### config.mk
export PLATFORM = sky130hd
export DESIGN_NAME = dual_reload_timer
export DESIGN_NICKNAME = d
export VERILOG_FILES = /design/src/rtl/drt_pkg.sv /design/src/rtl/drt_prescaler.sv /design/src/rtl/drt_channel.sv /design/src/rtl/drt_ctrl.sv /design/src/rtl/dual_reload_timer.sv
export SDC_FILE = /design/constraint.sdc
export NUM_CORES = 1
export LEC_CHECK = 0
export ABC_AREA = 1
export ABC_CLOCK_PERIOD_IN_PS = 2650
export CAP_MARGIN = 5
export CELL_PAD_IN_SITES_DETAIL_PLACEMENT = 1
export CELL_PAD_IN_SITES_GLOBAL_PLACEMENT = 1
export CORE_AREA = 2 2 112 114
export DETAILED_ROUTE_END_ITERATION = 7
export DIE_AREA = 0 0 114 116
export GPL_TIMING_DRIVEN = 1
export PLACE_DENSITY = 0.87
export SYNTH_ARGS = -nofsm -noshare
export SYNTH_HDL_FRONTEND = slang
export SYNTH_SLANG_ARGS = --single-unit
### constraint.sdc
create_clock -name clk -period 2.65 [get_ports clk]
set_clock_uncertainty 0.05 [all_clocks]
set_input_delay 0.3975 -clock clk [delete_from_list [all_inputs] [get_ports clk]]
set_output_delay 0.3975 -clock clk [all_outputs]
set_load 0.005 [all_outputs]
### src/rtl/drt_pkg.sv
package drt_pkg;
   localparam int BYTE_W = 8;

   typedef enum logic [1:0] {
      SLOT_CNT_LO = 2'd0,
      SLOT_CNT_HI = 2'd1,
      SLOT_RLD_LO = 2'd2,
      SLOT_RLD_HI = 2'd3
   } slot_e;
endpackage

### src/rtl/drt_prescaler.sv
module drt_prescaler #(
   parameter int DIV = 20
) (
   input  logic clk,
   input  logic rst_n,
   output logic tick
);
   initial assert (DIV >= 1) else $error("drt_prescaler: DIV must be at least 1");

   generate
      if (DIV == 1) begin : g_pass
         assign tick = 1'b1;
      end else begin : g_div
         localparam int PW = $clog2(DIV);
         logic [PW-1:0] pcnt;

         assign tick = (pcnt == PW'(DIV - 1));

         always_ff @(posedge clk) begin
            if (!rst_n)    pcnt <= '0;
            else if (tick) pcnt <= '0;
            else           pcnt <= pcnt + 1'b1;
         end

         AST_PRE_RANGE: assert property (@(posedge clk) disable iff (!rst_n)
            pcnt <= PW'(DIV - 1));
         AST_PRE_WRAP: assert property (@(posedge clk) disable iff (!rst_n)
            tick |=> (pcnt == '0));
      end
   endgenerate
endmodule

### src/rtl/drt_channel.sv
module drt_channel #(
   parameter int CNT_W = 16
) (
   input  logic             clk,
   input  logic             rst_n,
   input  logic             tick,
   input  logic             en,
   input  logic             en_rise,
   input  logic             rld_lo_we,
   input  logic             rld_hi_we,
   input  logic [7:0]       wdata,
   input  logic             rd_lo,
   input  logic             flag_clr,
   output logic [CNT_W-1:0] cnt,
   output logic [CNT_W-1:0] rld,
   output logic [7:0]       hi_latch,
   output logic             flag
);
   localparam int HALF = CNT_W / 2;

   initial assert (CNT_W == 2 * drt_pkg::BYTE_W)
      else $error("drt_channel: counter must be exactly two bytes wide");

   logic at_zero;
   logic set_flag;

   assign at_zero  = (cnt == '0);
   assign set_flag = en & tick & at_zero;

   always_ff @(posedge clk) begin
      if (!rst_n) begin
         cnt <= '1;
      end else if (en_rise) begin
         cnt <= '0;
      end else if (en && tick) begin
         cnt <= at_zero ? rld : cnt - 1'b1;
      end
   end

   always_ff @(posedge clk) begin
      if (!rst_n) begin
         flag <= 1'b0;
      end else if (set_flag) begin
         flag <= 1'b1;
      end else if (flag_clr) begin
         flag <= 1'b0;
      end
   end

   always_ff @(posedge clk) begin
      if (!rst_n) begin
         rld <= '1;
      end else begin
         if (rld_lo_we) rld[HALF-1:0]     <= wdata;
         if (rld_hi_we) rld[CNT_W-1:HALF] <= wdata;
      end
   end

   always_ff @(posedge clk) begin
      if (!rst_n)     hi_latch <= '1;
      else if (rd_lo) hi_latch <= cnt[CNT_W-1:HALF];
   end

   AST_RELOAD_AT_ZERO: assert property (@(posedge clk) disable iff (!rst_n)
      (en && tick && at_zero && !en_rise) |=> (cnt == $past(rld)) && flag);
   AST_COUNT_DOWN: assert property (@(posedge clk) disable iff (!rst_n)
      (en && tick && !at_zero && !en_rise) |=> (cnt == $past(cnt) - 1'b1));
   AST_RISE_CLEARS: assert property (@(posedge clk) disable iff (!rst_n)
      en_rise |=> (cnt == '0));
   AST_HOLD_WHEN_OFF: assert property (@(posedge clk) disable iff (!rst_n)
      (!en && !en_rise) |=> $stable(cnt));
   AST_SET_BEATS_CLEAR: assert property (@(posedge clk) disable iff (!rst_n)
      (set_flag && flag_clr) |=> flag);
   AST_CLEAR_TAKES: assert property (@(posedge clk) disable iff (!rst_n)
      (flag_clr && !set_flag) |=> !flag);
endmodule

### src/rtl/drt_ctrl.sv
module drt_ctrl #(
   parameter int         NCH   = 2,
   parameter logic [7:0] WMASK = 8'h3F
) (
   input  logic           clk,
   input  logic           rst_n,
   input  logic           wr,
   input  logic           rd,
   input  logic [7:0]     wdata,
   input  logic [NCH-1:0] flags,
   input  logic [NCH-1:0] cnt_rd,
   output logic [NCH-1:0] en,
   output logic [NCH-1:0] ie,
   output logic [NCH-1:0] en_rise,
   output logic [NCH-1:0] clr,
   output logic [7:0]     ctrl_byte
);
   localparam int IE_LSB   = 4;
   localparam int FLAG_LSB = 6;

   initial assert (NCH == 2) else $error("drt_ctrl: layout is defined for two channels");

   logic [7:0]     wr_q;
   logic [NCH-1:0] arm;

   assign en        = wr_q[NCH-1:0];
   assign ie        = wr_q[IE_LSB +: NCH];
   assign en_rise   = {NCH{wr}} & wdata[NCH-1:0] & ~en;
   assign clr       = arm & cnt_rd;
   assign ctrl_byte = (wr_q & WMASK) | ({flags, {FLAG_LSB{1'b0}}} & ~WMASK);

   always_ff @(posedge clk) begin
      if (!rst_n)  wr_q <= '0;
      else if (wr) wr_q <= (wr_q & ~WMASK) | (wdata & WMASK);
   end

   always_ff @(posedge clk) begin
      if (!rst_n)  arm <= '0;
      else if (rd) arm <= flags;
      else         arm <= arm & ~cnt_rd;
   end

   AST_MASKED_WRITE: assert property (@(posedge clk) disable iff (!rst_n)
      wr |=> ((ctrl_byte & WMASK) == ($past(wdata) & WMASK)));
   AST_RISE_ENABLES: assert property (@(posedge clk) disable iff (!rst_n)
      (|en_rise) |=> ((en & $past(en_rise)) == $past(en_rise)));
   AST_ARM_SPENT: assert property (@(posedge clk) disable iff (!rst_n)
      (|clr && !rd) |=> ((arm & $past(clr)) == '0));
endmodule

### src/rtl/dual_reload_timer.sv
module dual_reload_timer
   import drt_pkg::*;
#(
   parameter int NCH     = 2,
   parameter int CNT_W   = 16,
   parameter int PRE_DIV = 20,
   parameter int ADDR_W  = 4
) (
   input  logic              clk,
   input  logic              rst_n,
   input  logic [ADDR_W-1:0] io_addr,
   input  logic              io_wr,
   input  logic              io_rd,
   input  logic [7:0]        io_wdata,
   output logic [7:0]        io_rdata,
   output logic [NCH-1:0]    irq
);
   localparam int CTRL_ADDR = 4 * NCH;
   localparam int HALF      = CNT_W / 2;

   initial assert ((1 << ADDR_W) > CTRL_ADDR)
      else $error("dual_reload_timer: address too narrow for the map");

   logic                 tick;
   logic                 ctrl_sel;
   slot_e                slot;
   logic [NCH-1:0]       hit;
   logic [NCH-1:0]       en, ie, en_rise, clr, flag, cnt_rd;
   logic [7:0]           ctrl_byte;
   logic [CNT_W-1:0]     cnt      [NCH];
   logic [CNT_W-1:0]     rld      [NCH];
   logic [7:0]           hi_latch [NCH];

   assign ctrl_sel = (io_addr == ADDR_W'(CTRL_ADDR));
   assign slot     = slot_e'(io_addr[1:0]);

   drt_prescaler #(.DIV(PRE_DIV)) u_pre (
      .clk   (clk),
      .rst_n (rst_n),
      .tick  (tick)
   );

   drt_ctrl #(.NCH(NCH)) u_ctrl (
      .clk       (clk),
      .rst_n     (rst_n),
      .wr        (io_wr & ctrl_sel),
      .rd        (io_rd & ctrl_sel),
      .wdata     (io_wdata),
      .flags     (flag),
      .cnt_rd    (cnt_rd),
      .en        (en),
      .ie        (ie),
      .en_rise   (en_rise),
      .clr       (clr),
      .ctrl_byte (ctrl_byte)
   );

   generate
      for (genvar ch = 0; ch < NCH; ch++) begin : g_ch
         assign hit[ch]    = (io_addr[ADDR_W-1:2] == (ADDR_W-2)'(ch));
         assign cnt_rd[ch] = io_rd & hit[ch] &
                             ((slot == SLOT_CNT_LO) || (slot == SLOT_CNT_HI));
         assign irq[ch]    = ie[ch] & flag[ch];

         drt_channel #(.CNT_W(CNT_W)) u_chan (
            .clk       (clk),
            .rst_n     (rst_n),
            .tick      (tick),
            .en        (en[ch]),
            .en_rise   (en_rise[ch]),
            .rld_lo_we (io_wr & hit[ch] & (slot == SLOT_RLD_LO)),
            .rld_hi_we (io_wr & hit[ch] & (slot == SLOT_RLD_HI)),
            .wdata     (io_wdata),
            .rd_lo     (io_rd & hit[ch] & (slot == SLOT_CNT_LO)),
            .flag_clr  (clr[ch]),
            .cnt       (cnt[ch]),
            .rld       (rld[ch]),
            .hi_latch  (hi_latch[ch]),
            .flag      (flag[ch])
         );
      end
   endgenerate

   always_comb begin
      io_rdata = '0;
      if (ctrl_sel) io_rdata = ctrl_byte;
      for (int ch = 0; ch < NCH; ch++) begin
         if (hit[ch]) begin
            unique case (slot)
               SLOT_CNT_LO: io_rdata = cnt[ch][HALF-1:0];
               SLOT_CNT_HI: io_rdata = hi_latch[ch];
               SLOT_RLD_LO: io_rdata = rld[ch][HALF-1:0];
               SLOT_RLD_HI: io_rdata = rld[ch][CNT_W-1:HALF];
            endcase
         end
      end
   end

   AST_IRQ_NEEDS_FLAG: assert property (@(posedge clk) disable iff (!rst_n)
      (irq & ~flag) == '0);
   AST_FLAG_FROM_TICK: assert property (@(posedge clk) disable iff (!rst_n)
      (!tick && !en_rise) |=> ((flag & ~$past(flag)) == '0));
endmodule

# --- Yosys cells after proc, flatten, opt, wreduce, memory -nomap -nowiden ---
# Cells that the tools add are included.
word_totals:
  inputBits: 16
  output_inout_bits: 10
  register_bits: 97
  wordCells: 79
classes:
  addsub: 3
  n_mux: 16
  reduce_logical: 12
  n_eq_ne: 6
  bitwise: 29
op_table:
  columns: ["cell", "n"]
  rows:
  - ["$mux W16", 6]
  - ["$pmux W8 S4", 2]
  - ["$logic_not A16 Y1", 2]
  - ["$sub A16 B1 Y16 const B", 2]
  - ["$mux W8", 3]
  - ["$and A1 B1 Y1", 20]
  - ["$and A2 B2 Y2", 4]
  - ["$or A6 B8 Y8", 1]
  - ["$or A8 B6 Y8", 1]
  - ["$reduce_bool A2 Y1", 4]
  - ["$add A5 B1 Y5 const B", 1]
  - ["$eq A5 B5 Y1 const B", 1]
  - ["$eq A2 B1 Y1 const B", 2]
  - ["$eq A2 B2 Y1 const B", 2]
  - ["$eq A4 B4 Y1 const B", 1]
  - ["$logic_not A2 Y1", 2]
  - ["$mux W1", 4]
  - ["$not A2 Y2", 2]
  - ["$logic_and A1 B1 Y1", 2]
  - ["$mux W2", 1]
  - ["$reduce_or A2 Y1", 1]
  - ["$logic_or A1 B1 Y1", 1]
  - ["$not A1 Y1", 1]

# --- Logic depth before layout (Yosys ltp) ---
# Gate-level depths: netlist of the first run.
depth:
  ltp_word: 6
  depth_mapped: 10
  depth_no_buf: 10

# --- Hierarchy ---
# From an unflattened synthesis of the first run, not the netlist that was laid out.
unflattened:
  cells_unflattened: 905
  hier_area_um2: 5761.8
modules_own_cells:
  columns: ["module", "cells_each", "area_per_inst_um2", "instances", "seq_area_each_um2"]
  rows:
  - ["drt_channel", 331, 2209.6, 2, 820.8]
  - ["dual_reload_timer", 160, 753.2, 1, 0.0]
  - ["drt_ctrl", 52, 357.8, 1, 160.2]
  - ["drt_prescaler", 31, 231.5, 1, 100.1]

# --- Worst setup path before layout of the first run ---
# OpenSTA, ideal clock, no wires.
synth_timing:
  kind: "input port to output port"
  startpoint: "input io_addr[1]"
  endpoint: "output io_rdata[3]"
  arrival_ps: 1098
  setup_slack_ps: 1104
  cell_stages: 7
  path_cell_list: "inv_2 > nor2_4 > buf_2 > nand2_1 > o211ai_1 > o21ai_0 > nand3_1"
synth_between:
  elab_chain_cells: 4
  elab_cells_between_ends: 10
  cone_classes: "eq/ne: 4; mux: 5; reduce/logical: 1"
synth_lines:
  columns: ["element", "line_no", "rtl"]
  rows:
  - ["from (decl)", "dual_reload_timer.sv:11", "input logic [ADDR_W-1:0] io_addr,"]
  - ["$eq A2 B2 Y1, or another cell as far along", "dual_reload_timer.sv:89", "unique case (slot)"]
  - ["$pmux W8 S4 or $mux W8 (tied branches)", "dual_reload_timer.sv:89, dual_reload_timer.sv:86", null]
  - ["$mux W8", "dual_reload_timer.sv:88", "if (hit[ch]) begin"]
  - ["$mux W8 (*)", "dual_reload_timer.sv:88", null]
  - ["to (decl)", "dual_reload_timer.sv:15", "output logic [7:0] io_rdata,"]
# Every way passes the cells marked *; elsewhere a longest branch is shown, timed or not.

# --- Final worst setup path of the first run ---
layout_timing:
  startpoint: "input io_addr[1]"
  endpoint: "output io_rdata[0]"
# Same word-level chain as after synthesis.

==> results of run 1 <==
==> cell families (layout without fill, tap and decap cells) <==
family          Yosys count  after routing  synth area share, %
fa+ha+maj                 5              5                1.135
buf+inv                 133            177                10.17
xor+xnor                  7              7                1.112
simple gates            527            527                42.59
compound gates           99             99                10.51
flops                    95             95                34.49
==> per-stage QoR <==
step	hold WS, ns	util (%)	area, µm²	total power, mW
after detailed placement	0.4002	50.83	6055	1.809
after global placement	0.3779	50.83	6055	1.794
after global routing	0.4237	53.18	6335	3.153
final	0.4142	53.18	6335	3.071
after floorplan	0.3676	-	5514	1.655
after CTS	0.4174	53.21	6339	3.073
==> routing by layer <==
| metal | share of wire, % | up-vias | routed length (µm) |
|---|---|---|---|
| li1 | - | 2896 | - |
| met1 | 44 | 2987 | 9107 |
| met2 | 47 | 259 | 9717 |
| met3 | 6.7 | 50 | 1395 |
| met4 | 3.1 | 0 | 641 |
| met5 | 0 | - | 0 |
==> registers in the layout (all words and copies together), names as in the netlist <==
signal and cells:
g_ch.u_chan.cnt 32, g_ch.u_chan.rld 32, g_ch.u_chan.hi_latch 16, u_ctrl.wr_q 6
u_pre.g_div.pcnt 5, g_ch.u_chan.flag 2, u_ctrl.arm 2
==> cell type report <==
| cell class | instances | share of cell area, % |
|---|---|---|
| Inverter | 103 | 6.103 |
| Multi-Input combinational cell | 638 | 48.17 |
| Timing Repair Buffer | 58 | 8.276 |
| Sequential cell | 95 | 30.02 |
| Clock inverter | 4 | 0.4740 |
| Tap cell | 147 | 2.903 |
| Clock buffer | 12 | 4.049 |
==> cells in the mapped netlist, drive strengths merged <==
| master | count |
|---|---|
| nand2 | 260 |
| nand3 | 139 |
| nor2 | 102 |
| inv | 101 |
| dfxtp | 95 |
| o21ai | 41 |
| o211ai | 29 |
| a21oi | 24 |
| nand4 | 21 |
| buf | 20 |
| clkbuf | 10 |
| xor2 | 6 |
| ha | 5 |
| nand3b | 3 |
| clkinv | 2 |
| nor3 | 2 |
| o22ai | 2 |
| a211oi | 1 |
| a22oi | 1 |
| o2111ai | 1 |
| xnor2 | 1 |
==> timing repair <==
item	CTS	global route
endpoints found under the setup margin	8	4
pin swaps	0	1
resized for setup	2	2
==> how the worst min path moves through the flow <==
stage                                    from  depth (start not counted)                   to
after detailed placement  u_pre.g_div.pcnt[0]                          1  u_pre.g_div.pcnt[0]
after global routing      u_pre.g_div.pcnt[0]                          1  u_pre.g_div.pcnt[0]
after global placement    u_pre.g_div.pcnt[0]                          1  u_pre.g_div.pcnt[0]
after CTS                 u_pre.g_div.pcnt[0]                          1  u_pre.g_div.pcnt[0]
final                     u_pre.g_div.pcnt[0]                          1  u_pre.g_div.pcnt[0]
after floorplan           u_pre.g_div.pcnt[0]                          1  u_pre.g_div.pcnt[0]
==> power breakdown <==
part           internal (mW)  switching, mW  leakage (nW)  total (mW)
sequential              1.45         0.0268         0.772        1.48
clock                  0.689          0.595         0.127        1.28
combinational          0.121          0.185          2.28       0.305
total                   2.26          0.807          3.18        3.07
==> layout by cell type, fill, tap and decap left out, types with 3 or more instances in the layout <==
cell and count:
a21oi_1 24, buf_12 3, buf_4 30, clkbuf_16 9, clkdlybuf4s50_1 22, clkinvlp_4 4
dfxtp_1 95, ha_1 5, inv_1 98, inv_2 3, nand2_1 258, nand3_1 135
nand3_2 3, nand3b_1 3, nand4_1 20, nor2_1 89, nor2_2 8, nor2_4 4
o211ai_1 29, o21ai_0 41, xor2_1 6
==> results.py, run 1 <==
metrics = {
    "detailed_routing": {
        "num_vias": 6192,
        "drt-initial-drc-count": 580,
        "final_wl_um": 20860,
        "drt-pass1-iter-count": 5,
        "remaining_drc_errors": 0,
        "routed_len_inst_um": 19.74,
        "ant_nets": 0,
        "vias_per_cell": 5.858,
    },
    "yosys": {
        "netlist_area_um2": 5514,
        "synth_area_per_cell_um2": 6.367,
        "yosysTopAreaCellShare_pct": 34.49,
        "cell_count_after_synthesis": 866,
        "synth_top_area_cell": "dfxtp_1",
        "synthDistinctLibCells": 34,
        "syn_nets": 887,
        "synth_top_cells_by_area": "dfxtp_1 (34%), nand2_1 (18%), nand3_1 (12%), inv_1 (6.7%), nor2_1 (6.1%)",
        "yosysWarnings": 0,
        "synth.yosys.seq_area_share_pct": 34.49,
        "yosys_register_bits": 95,
    },
    "worst_setup_path": {
        "crit_path_top_delay_cell": "clkdlybuf4s50_1",
        "critical_path_endpoint": "io_rdata[0]",
        "worst_ep_arrival_time_ns": 2.14,
        "worst_ep_required_time_ns": 2.20,
        "setup.worst_path.start": "io_addr[1]",
        "timing.setup.critical_path_class": "in2out",
        "critical_path.cell_chain": "dlygate4sd2_1 -> inv_2 -> buf_4 -> o21ai_0 -> o211ai_1 -> a22oi_1 -> o21ai_0 -> clkdlybuf4s50_1",
        "worst-path-buf-inv": 4,
        "critPathMostFrequentCell": "o21ai_0",
        "rr_startpoint": "g_ch[0].u_chan.cnt[1]",
        "start_kind": "input port",
        "r2r_setup_slack_ns": 0.38,
        "timing.critical_path.max_delay_family": "buffers and inverters",
        "regToRegEndpoint": "g_ch[0].u_chan.cnt[14]",
        "cp_max_fo": 4,
        "cell_count_along_the_critical_path": 8,
        "crit_path_max_incr_delay_ns": 0.49,
        "reg2regPathDepth": 8,
        "crit_path_capture_type": "output pin",
    },
    "floorplanning": {
        "placement_rows": 40,
        "die_y_extent_um": 116,
        "floorplan.die_area_um2": 13220,
        "ioPinCount": 26,
        "design.core.area_um2": 11910,
        "initial_core_utilization_pct": 46.29,
        "floorplan.die.width_um": 114,
    },
    "final_layout": {
        "finalNonFillerCells": 1057,
        "area_delta_synth_final_pct": 14.89,
        "seqCellArea_um2": 1902,
        "layout_filler_cell_count": 1615,
        "layout-drive-gt1-share_pct": 8.132,
        "multi_input_comb_area_um2": 3052,
        "fin_nets": 926,
        "diodes": 0,
    },
    "timing": {
        "setup_repair_after_global_routing_missed_its_margin": "no",
        "setup_viol_count_final": 0,
        "period_minus_slack_ns": 2.584,
        "finalCritPeriodShare_pct": 97.51,
        "setup_ws_ns": 0.06605,
        "timing.max_slew.rel_slack_pct": 41.54,
        "fmaxAchievable_mhz": 387.0,
        "tightest_pin_transition_ns": 0.8759,
        "totalNegativeSetupSlack_ns": 0,
        "timing.final.max_slew_violations": 0,
        "finalHoldViolCount": 0,
    },
    "power": {
        "vdd.ir_drop.worst_mv": 0.3031,
        "p_leak_nw": 3.180,
        "power_density_nw_per_um2": 484.8,
    },
    "grt": {
        "grtUsageMet1_pct": 42.50,
        "grt_pass1_wl_um": 32760,
        "met2_usage_pct": 53.17,
        "grt_use_total_pct": 32.13,
        "number_of_antenna_violations_at_the_first_check_in_global_routing": 0,
        "largest_net_degree_at_the_start_of_global_routing": 69,
        "grt.busiest_layer": "met2",
        "globalRouteMet3Util_pct": 4.027,
        "grt-ovfl-total": 0,
        "vias_in_the_first_global_route": 6182,
    },
    "placed_design": {
        "hpwl_um": 15410,
        "gp_congestion": 0.9205,
        "portBuffers": 25,
        "post_place_setup_slack_ns": -0.2237,
        "place_inst": 1041,
    },
    "cts": {
        "clk-insertion-delay-late_ns": 0.35,
        "postCtsHoldBufs": 0,
        "cts_tree": "done",
        "postCtsSetupRepairBufs": 0,
        "tritoncts.num_buffers": 9,
        "cts_root_buffer": "clkbuf_16",
        "clkSinkCount": 95,
        "cts_max_level": 3,
        "max-clock-path-buffers": 2,
        "cts.reportedPaths.clkPinSlew_ns": 0.07,
    },
    "hold_path": {
        "hold_path_class": "reg2reg",
    },
    "flow_run": {
        "cap_violations": 0,
    },
    "outcome": {
        "status": "finished clean",
    },
}
Power figures use the tool's default switching activity.
==> inputs of run 2 (changes only) <==
PLACE_DENSITY = default   (was 0.87)
PLACE_DENSITY_LB_ADDON = 0.05   (was default)
==> run 2 against run 1 <==
Net effect:
- design area shrank 0.45%
- largest cell class unchanged
- register-to-register slack improved by 0.07 ns
- critical path type unchanged
- clock-buffer cell count decreased by 1
- hold slack worse by 0.0079 ns
- non-clock buffer count decreased by 2
==> results.py, run 2 (same netlist as run 1, synthesis figures left out) <==
metrics = {
    "timing": {
        "hold_slack_ns": 0.4063,
        "timing.final.max_slew_violations": 0,
        "finalCritPeriodShare_pct": 97.33,
        "timing.max_slew.rel_slack_pct": 46.71,
        "finalHoldViolCount": 0,
        "fmaxAchievable_mhz": 387.7,
        "period_minus_slack_ns": 2.579,
        "setup_ws_ns": 0.07088,
        "setup_repair_after_global_routing_missed_its_margin": "no",
        "setup_viol_count_final": 0,
        "tightest_pin_transition_ns": 0.7994,
    },
    "grt": {
        "vias_in_the_first_global_route": 5982,
        "grt_pass1_wl_um": 32290,
        "grt-ovfl-total": 0,
        "number_of_antenna_violations_at_the_first_check_in_global_routing": 0,
        "largest_net_degree_at_the_start_of_global_routing": 69,
        "grt_use_total_pct": 31.95,
    },
    "worst_setup_path": {
        "timing.critical_path.max_delay_family": "buffers and inverters",
        "critical_path.cell_chain": "clkdlybuf4s50_1 -> inv_1 -> nor2_1 -> buf_4 -> o21ai_0 -> nand3_1 -> clkdlybuf4s50_1",
        "worst-path-buf-inv": 4,
        "cp_max_fo": 6,
        "critPathMostFrequentCell": "clkdlybuf4s50_1",
        "crit_path_top_delay_cell": "clkdlybuf4s50_1",
        "rr_startpoint": "g_ch[1].u_chan.cnt[0]",
        "crit_path_capture_type": "output pin",
        "worst_ep_arrival_time_ns": 2.13,
        "worst_ep_required_time_ns": 2.20,
        "start_kind": "input port",
        "regToRegEndpoint": "g_ch[1].u_chan.cnt[9]",
        "crit_path_max_incr_delay_ns": 0.53,
        "r2r_setup_slack_ns": 0.45,
        "timing.setup.critical_path_class": "in2out",
        "reg2regPathDepth": 8,
    },
    "hold_path": {
        "hold_path_class": "reg2reg",
        "min_from": "u_pre.g_div.pcnt[0]",
        "hold_path_depth": 1,
        "timing.hold.worst_endpoint": "u_pre.g_div.pcnt[0]",
    },
    "placed_design": {
        "gp_congestion": 0.9334,
        "place_inst": 1039,
        "hpwl_um": 15340,
        "post_place_setup_slack_ns": -0.1663,
        "portBuffers": 25,
    },
    "final_layout": {
        "layout_commonest_cell": "nand2_1",
        "finalNonFillerCells": 1054,
        "fin_util_pct": 52.94,
        "layout_filler_cell_count": 1640,
        "final_cell_mix": "nand2_1 (258), nand3_1 (135), inv_1 (98), dfxtp_1 (95), nor2_1 (89)",
        "area_delta_synth_final_pct": 14.36,
        "largest_registers_ranked_by_flip_flop_count": "g_ch.u_chan.cnt: 32 flops, g_ch.u_chan.rld: 32 flops, g_ch.u_chan.hi_latch: 16 flops",
        "seqCellArea_um2": 1902,
        "diodes": 0,
        "fin_nets": 924,
        "multi_input_comb_area_um2": 3055,
        "layout-drive-gt1-share_pct": 7.828,
    },
    "detailed_routing": {
        "vias_per_cell": 5.733,
        "final_wl_um": 20320,
        "num_vias": 6043,
        "remaining_drc_errors": 0,
        "drt-pass1-iter-count": 5,
        "ant_nets": 0,
        "drt-initial-drc-count": 549,
        "routed_len_inst_um": 19.27,
    },
    "cts": {
        "cts.repair.resized": 4,
        "cts.reportedPaths.clkPinSlew_ns": 0.06,
        "clkSinkCount": 95,
        "cts_root_buffer": "clkbuf_16",
        "cts_max_level": 3,
        "max-clock-path-buffers": 2,
        "clk-insertion-delay-late_ns": 0.35,
        "postCtsHoldBufs": 0,
        "cts_tree": "done",
        "tritoncts.num_buffers": 9,
        "postCtsSetupRepairBufs": 0,
    },
    "floorplanning": {
        "design.core.area_um2": 11910,
        "floorplan.die.width_um": 114,
        "initial_core_utilization_pct": 46.29,
        "floorplan.die_area_um2": 13220,
        "placement_rows": 40,
        "die_y_extent_um": 116,
        "ioPinCount": 26,
    },
    "power": {
        "power_density_nw_per_um2": 479.4,
        "sw_frac_of_total_pct": 26.07,
        "p_clk_share_pct": 41.1,
        "finalPower_mw": 3.023,
        "p_comb_share_pct": 9.9,
        "intPower_mw": 2.235,
        "switchingPower_mw": 0.7882,
        "pwr-share-seq_pct": 49.0,
        "p_leak_nw": 3.178,
        "vdd.ir_drop.worst_mv": 0.3940,
    },
    "flow_run": {
        "cap_violations": 0,
    },
    "outcome": {
        "status": "finished clean",
    },
}
-- run 2: changes by cell type in the layout (fill, tap and decap cells not counted), sizes merged --
cell	before	now
clkinvlp	4	2
clkdlybuf4s50	22	21
dlygate4sd2	1	2
dlymetal6s2s	0	1
clkbuf	13	11
clkinv	2	4
buf	34	32
-- run 2: power by group through the flow --
stage,clock network (mW),logic (mW),registers [mW]
CTS,1.26,0.295,1.48
floorplan,0,0.153,1.50
global placement,0,0.282,1.51
detailed placement,0,0.294,1.51
finish,1.24,0.299,1.48
global route,1.32,0.326,1.48
-- run 2: worst max path at each step --
stage / start / endpoint / slack (ns) / cells after the start
3_3_place_gp: io_addr[0] / io_rdata[4] / -0.09 / 9
6_report: io_addr[2] / io_rdata[5] / 0.07 / 7
4_1_cts: io_addr[3] / io_rdata[0] / 0.09 / 6
5_1_grt: io_addr[2] / io_rdata[3] / 0.04 / 7
3_5_place_dp: io_addr[0] / io_rdata[1] / -0.17 / 9
2_1_floorplan: io_addr[1] / io_rdata[3] / 1.10 / 7
-- run 2: per-layer routing --
metal / up-vias / global-route usage [%] / routed length [µm]
li1: 2891 / - / -
met1: 2898 / 43.81 / 9055
met2: 219 / 51.83 / 9306
met3: 35 / 5.439 / 1428
met4: 0 / 9.512 / 524
met5: - / 0 / 0
-- run 2: stage by stage --
step	area [µm²]	setup TNS (ns)
floorplan	5514	0
global placement	6027	-0.3980
finish	6306	0
global route	6306	0
CTS	6300	0
detailed placement	6027	-0.5978
-- run 2: layout make-up --
type / instances / share of cell area, %
clock inverter: 4 / 0.5159
multi-input combinational: 638 / 48.45
clock buffer: 11 / 3.849
inverter: 103 / 6.131
tap: 147 / 2.917
sequential: 95 / 30.16
timing repair buffer: 56 / 7.976
